$ cat config.mk
export PLATFORM = sky130hd
export DESIGN_NAME = bist_session_seq
export DESIGN_NICKNAME = d
export VERILOG_FILES = /design/src/rtl/bist_seq_pkg.sv /design/src/rtl/bist_sess_table.sv /design/src/rtl/bist_test_gate.sv /design/src/rtl/bist_power_sum.sv /design/src/rtl/bist_session_seq.sv
export SDC_FILE = /design/constraint.sdc
export NUM_CORES = 1
export LEC_CHECK = 0
export BUFFER_PORTS_ARGS = -buffer_cell sky130_fd_sc_hd__buf_4
export CAP_MARGIN = 30
export CORE_ASPECT_RATIO = 0.5
export CORE_MARGIN = 2
export CORE_UTILIZATION = 50
export CTS_BUF_LIST = sky130_fd_sc_hd__clkbuf_4
export DETAILED_ROUTE_END_ITERATION = 10
export HOLD_SLACK_MARGIN = 0.06
export PLACE_DENSITY = 0.69
export REMOVE_ABC_BUFFERS = 1
export SLEW_MARGIN = 20
export SYNTH_ARGS = -nofsm -noshare
export SYNTH_HDL_FRONTEND = slang
export SYNTH_HIERARCHICAL = 1
export SYNTH_SLANG_ARGS = --single-unit
$ cat constraint.sdc
create_clock -name clk_i -period 6.5 [get_ports clk_i]
set_input_delay 0.65 -clock clk_i [delete_from_list [all_inputs] [get_ports clk_i]]
set_output_delay 0.65 -clock clk_i [all_outputs]
set_load 0.03 [all_outputs]
$ cat src/rtl/bist_seq_pkg.sv
package bist_seq_pkg;
   typedef enum logic [1:0] {
      ST_IDLE = 2'd0,
      ST_RUN  = 2'd1,
      ST_FIN  = 2'd2
   } seq_state_e;
endpackage

$ cat src/rtl/bist_sess_table.sv
module bist_sess_table #(
   parameter int NUM_TESTS = 6,
   parameter int MAX_SESS  = 8,
   parameter int LEN_W     = 8,
   parameter logic [NUM_TESTS*LEN_W-1:0]    TEST_LEN  = '0,
   parameter logic [MAX_SESS*NUM_TESTS-1:0] SESS_MASK = '0,
   localparam int SIDX_W = $clog2(MAX_SESS)
) (
   input  logic [SIDX_W-1:0]    sess_idx_i,
   output logic [NUM_TESTS-1:0] mask_o,
   output logic [LEN_W-1:0]     slen_o
);
   logic [LEN_W-1:0] slen_tab [MAX_SESS];

   for (genvar s = 0; s < MAX_SESS; s++) begin : g_sess
      logic [LEN_W-1:0] longest;
      always_comb begin
         longest = '0;
         for (int t = 0; t < NUM_TESTS; t++) begin
            if (SESS_MASK[s*NUM_TESTS + t] &&
                TEST_LEN[t*LEN_W +: LEN_W] > longest)
               longest = TEST_LEN[t*LEN_W +: LEN_W];
         end
      end
      assign slen_tab[s] = longest;
   end

   assign mask_o = SESS_MASK[sess_idx_i*NUM_TESTS +: NUM_TESTS];
   assign slen_o = slen_tab[sess_idx_i];
endmodule

$ cat src/rtl/bist_test_gate.sv
module bist_test_gate #(
   parameter int LEN_W = 8,
   parameter int PWR_W = 4,
   parameter int LEN   = 1,
   parameter int PWR   = 0
) (
   input  logic             run_i,
   input  logic             member_i,
   input  logic [LEN_W-1:0] cnt_i,
   output logic             en_o,
   output logic             done_o,
   output logic [PWR_W-1:0] pwr_o
);
   localparam logic [LEN_W-1:0] LEN_V  = LEN_W'(LEN);
   localparam logic [LEN_W-1:0] LAST_V = LEN_W'(LEN - 1);

   logic active;
   assign active = run_i & member_i;
   assign en_o   = active && (cnt_i < LEN_V);
   assign done_o = active && (cnt_i == LAST_V);

   if (PWR == 0) begin : g_no_weight
      assign pwr_o = '0;
   end else begin : g_weight
      assign pwr_o = en_o ? PWR_W'(PWR) : '0;
   end
endmodule

$ cat src/rtl/bist_power_sum.sv
module bist_power_sum #(
   parameter int NUM_TESTS   = 6,
   parameter int PWR_W       = 4,
   parameter int POWER_LIMIT = 4,
   localparam int SUM_W = PWR_W + $clog2(NUM_TESTS + 1)
) (
   input  logic [NUM_TESTS*PWR_W-1:0] pwr_i,
   output logic [SUM_W-1:0]           sum_o,
   output logic                       over_o
);
   always_comb begin
      sum_o = '0;
      for (int t = 0; t < NUM_TESTS; t++)
         sum_o = sum_o + SUM_W'(pwr_i[t*PWR_W +: PWR_W]);
   end
   assign over_o = sum_o > SUM_W'(POWER_LIMIT);
endmodule

$ cat src/rtl/bist_session_seq.sv
module bist_session_seq
   import bist_seq_pkg::*;
#(
   parameter int NUM_TESTS   = 6,
   parameter int MAX_SESS    = 8,
   parameter int NUM_SESS    = 3,
   parameter int LEN_W       = 8,
   parameter int PWR_W       = 4,
   parameter int CYC_W       = 16,
   parameter int POWER_LIMIT = 4,
   parameter logic [NUM_TESTS*LEN_W-1:0] TEST_LEN =
      {8'd100, 8'd10, 8'd5, 8'd10, 8'd10, 8'd100},
   parameter logic [NUM_TESTS*PWR_W-1:0] TEST_PWR =
      {4'd1, 4'd2, 4'd1, 4'd1, 4'd1, 4'd2},
   parameter logic [MAX_SESS*NUM_TESTS-1:0] SESS_MASK =
      {30'd0, 6'b100001, 6'b010010, 6'b001100}
) (
   input  logic                 clk_i,
   input  logic                 rst_ni,
   input  logic                 start_i,
   output logic [NUM_TESTS-1:0] test_en_o,
   output logic [NUM_TESTS-1:0] test_done_o,
   output logic                 seq_done_o,
   output logic                 pwr_err_o,
   output logic [CYC_W-1:0]     cyc_cnt_o
);
   localparam int SIDX_W = $clog2(MAX_SESS);
   localparam int SUM_W  = PWR_W + $clog2(NUM_TESTS + 1);
   localparam logic [SIDX_W-1:0] LAST_SESS = SIDX_W'(NUM_SESS - 1);

   // elaboration-time parameter checks
   if (NUM_SESS < 1 || NUM_SESS > MAX_SESS) begin : g_bad_nsess
      $error("NUM_SESS must lie in 1..MAX_SESS");
   end
   if (MAX_SESS < 2 || (1 << SIDX_W) != MAX_SESS) begin : g_bad_msess
      $error("MAX_SESS must be a power of two of at least 2");
   end
   if (POWER_LIMIT < 0 || POWER_LIMIT >= (1 << SUM_W)) begin : g_bad_limit
      $error("POWER_LIMIT out of range for the sum width");
   end
   for (genvar t = 0; t < NUM_TESTS; t++) begin : g_chk_len
      if (TEST_LEN[t*LEN_W +: LEN_W] == '0) begin : g_zero
         $error("test length must be nonzero");
      end
   end
   for (genvar s = 0; s < NUM_SESS; s++) begin : g_chk_mask
      if (SESS_MASK[s*NUM_TESTS +: NUM_TESTS] == '0) begin : g_empty
         $error("scheduled session has no member");
      end
   end

   seq_state_e          state_q;
   logic [SIDX_W-1:0]   sess_q;
   logic [LEN_W-1:0]    cnt_q;
   logic                err_q;
   logic [CYC_W-1:0]    cyc_q;
   logic                run;
   logic [NUM_TESTS-1:0] mask_cur;
   logic [LEN_W-1:0]    slen_cur;
   logic                sess_end;
   logic                seq_end;
   logic [NUM_TESTS*PWR_W-1:0] pwr_vec;
   logic [SUM_W-1:0]    pwr_sum;
   logic                pwr_over;

   assign run      = (state_q == ST_RUN);
   assign sess_end = run && (cnt_q == slen_cur - 1'b1);
   assign seq_end  = sess_end && (sess_q == LAST_SESS);

   bist_sess_table #(
      .NUM_TESTS (NUM_TESTS),
      .MAX_SESS  (MAX_SESS),
      .LEN_W     (LEN_W),
      .TEST_LEN  (TEST_LEN),
      .SESS_MASK (SESS_MASK)
   ) u_table (
      .sess_idx_i (sess_q),
      .mask_o     (mask_cur),
      .slen_o     (slen_cur)
   );

   for (genvar t = 0; t < NUM_TESTS; t++) begin : g_test
      bist_test_gate #(
         .LEN_W (LEN_W),
         .PWR_W (PWR_W),
         .LEN   (int'(TEST_LEN[t*LEN_W +: LEN_W])),
         .PWR   (int'(TEST_PWR[t*PWR_W +: PWR_W]))
      ) u_gate (
         .run_i    (run),
         .member_i (mask_cur[t]),
         .cnt_i    (cnt_q),
         .en_o     (test_en_o[t]),
         .done_o   (test_done_o[t]),
         .pwr_o    (pwr_vec[t*PWR_W +: PWR_W])
      );
   end

   bist_power_sum #(
      .NUM_TESTS   (NUM_TESTS),
      .PWR_W       (PWR_W),
      .POWER_LIMIT (POWER_LIMIT)
   ) u_power (
      .pwr_i  (pwr_vec),
      .sum_o  (pwr_sum),
      .over_o (pwr_over)
   );

   always_ff @(posedge clk_i or negedge rst_ni) begin
      if (!rst_ni) begin
         state_q <= ST_IDLE;
         sess_q  <= '0;
         cnt_q   <= '0;
         err_q   <= 1'b0;
         cyc_q   <= '0;
      end else begin
         case (state_q)
            ST_RUN: begin
               cyc_q <= cyc_q + 1'b1;
               if (pwr_over) begin
                  state_q <= ST_IDLE;
                  err_q   <= 1'b1;
               end else if (sess_end) begin
                  cnt_q <= '0;
                  if (seq_end) state_q <= ST_FIN;
                  else         sess_q  <= sess_q + 1'b1;
               end else begin
                  cnt_q <= cnt_q + 1'b1;
               end
            end
            default: begin
               if (start_i) begin
                  state_q <= ST_RUN;
                  sess_q  <= '0;
                  cnt_q   <= '0;
                  cyc_q   <= '0;
               end
            end
         endcase
      end
   end

   assign seq_done_o = (state_q == ST_FIN);
   assign pwr_err_o  = err_q;
   assign cyc_cnt_o  = cyc_q;
endmodule

==> impl_metrics.ini <==
[drt]
drtIter0Drc = 177
drc_errors = 0
vias = 2328
ant_nets = 0
wire_per_inst_microns = 13.5
wl_microns = 5770
dr.pass1.iters = 5
vias_per_cell = 5.43

[placed_design]
gp_congestion = 0.823
io_buffers = 32
place_hpwl_microns = 4320

[run]
cap_violations = 0

[clock_tree]
path_clk_slew_ns = 0.10
cts_resized = 0
clockBufferDepth = 2
cts_tree = yes
clock_sinks = 30
htree_levels = 2
postCtsHoldBufs = 0
cts_root_buffer = clkbuf_4
numCtsBuffers = 5
cts_post_setup_buffers_inserted = 0
insertion_delay_ns = 0.34

[timing]
worst_pin_slew_ns = 0.613
fin_crit_ns = 5.16
slew_violations = 0
skew_ns = 0.0118
rsz0062_at_grt = no
tns_ns = 0
setup_violations = 0
finalHoldViolCount = 0
min_period_over_period_pct = 79.4
fmax_mhz = 194
whs_ns = 0.219
slew_headroom_pct = 59.1

[global_routing]
grt_max_degree = 31
first_global_vias = 2184
grt_pass1_wl_microns = 10200
grt_overflow = 0
antenna_found_initial = 0
grt.total_usage_pct = 19.4

[critical_path]
crit_path_max_fanout = 12
reg2reg_slack_ns = 1.34
start_kind = flip-flop
critPathRequiredTime_ns = 6.71
worstPathArrival_ns = 5.38
endpoint_kind = flip-flop
crit_type = reg2reg

[floorplanning]
die_h_microns = 58.0
die_area_sq_um = 6490
rows = 19
die_w_microns = 112
core_sq_um = 5560
pin_count = 33
initial_core_util_pct = 52.4

[power]
vdd_drop_max_v = 0.000151
power_density_nw_per_um2 = 266
leakage_uw = 0.00142
p_total_uw = 822

[synth]
syn_area_sq_um = 2910
syn_avg_cell_area_sq_um = 8.62
syn_inst = 338
yosys_warnings = 6

[layout]
seqCellArea_sq_um = 751
drive_above_1_share_pct = 16.9
n_antenna_cell = 0
fillers = 516
nets = 383
multi_input_area_sq_um = 1770
syn_to_final_growth_pct = 6.23

[status]
status = finished clean

[worst_hold_path]
hp-class = in2async
## stage by stage
step                      area [sq um]  cells  worst slack, ns  utilization, %
after global placement            3040    421             1.60            54.7
final                             3100    429             1.34            55.6
after global routing              3100    429            0.911            55.6
after CTS                         3100    429             1.35            55.6
after floorplan                   2700    314             1.26               -
after detailed placement          3040    421             1.42            54.7
## worst max-delay path, cell delays in order (launching register included)
cell	delay (ns)
dfrtp_1	0.37
inv_1	0.09
nand2_1	0.30
inv_1	0.17
nand3b_1	0.15
a31oi_1	0.28
inv_1	0.12
fa_1	0.52
fa_1	0.54
inv_1	0.06
fa_1	0.41
ha_1	0.20
inv_1	0.07
fa_1	0.15
inv_1	0.03
nor3_1	0.17
nand4_1	0.32
a21oi_1	0.61
nand4_1	0.22
mux2i_1	0.20
a21oi_1	0.05
## layer usage
layer | vias to the layer above | track usage, % | share of wire (%)
li1 | 1132 | - | -
met1 | 1129 | 26.3 | 46
met2 | 62 | 33.2 | 48
met3 | 5 | 3.56 | 5.5
met4 | 0 | 4.70 | 0.83
met5 | - | 0 | 0
## where the power goes
part | total [uW] | internal, uW | switching (uW)
Sequential | 264 | 209 | 54.7
Combinational | 449 | 180 | 269
Clock | 109 | 44.7 | 64.5
Total | 822 | 434 | 388
## cell type report
| class | instances | share of cell area [%] |
|---|---|---|
| Timing Repair Buffer | 34 | 8.25 |
| Clock buffer | 6 | 1.46 |
| Sequential cell | 30 | 24.3 |
| Inverter | 47 | 5.70 |
| Multi-Input combinational cell | 237 | 57.1 |
| Clock inverter | 2 | 0.283 |
| Tap cell | 73 | 2.95 |
## cell usage in the layout, fill, tap and decap left out, drive strengths merged, types with 5 or more instances in the layout
| cell type | n |
|---|---|
| a21oi | 5 |
| and3 | 7 |
| and4 | 7 |
| buf | 34 |
| clkbuf | 6 |
| conb | 21 |
| dfrtp | 30 |
| fa | 16 |
| ha | 9 |
| inv | 47 |
| mux2i | 5 |
| nand2 | 25 |
| nand2b | 5 |
| nand3 | 18 |
| nand4 | 8 |
| nor2 | 15 |
| nor3 | 10 |
| nor4 | 5 |
| o21ai | 27 |
| or3 | 6 |
| xnor2 | 7 |
| xor2 | 5 |
## worst paths after layout
| kind | from | to | cells past startpoint |
|---|---|---|---|
| setup / recovery | state_q[1]$_DFFE_PN0P_ | sess_q[2]$_DFFE_PN0P_ | 20 |
| hold / removal | rst_ni | cyc_cnt_o[15]$_DFFE_PN0P_ | 1 |
| setup reg to reg | state_q[1]$_DFFE_PN0P_ | sess_q[2]$_DFFE_PN0P_ | 20 |
| hold reg to reg | pwr_err_o$_DFFE_PN0P_ | pwr_err_o$_DFFE_PN0P_ | 1 |
| max in group asynchronous | rst_ni | cyc_cnt_o[1]$_DFFE_PN0P_ | 1 |
| min in group clk_i | pwr_err_o$_DFFE_PN0P_ | pwr_err_o$_DFFE_PN0P_ | 1 |
## registers in the layout (all words and copies together) (netlist names)
register and flops:
sess_q 3, pwr_err_o 1, state_q 2, cyc_cnt_o 16, cnt_q 8
No activity file was read; power rests on OpenSTA's default activity.
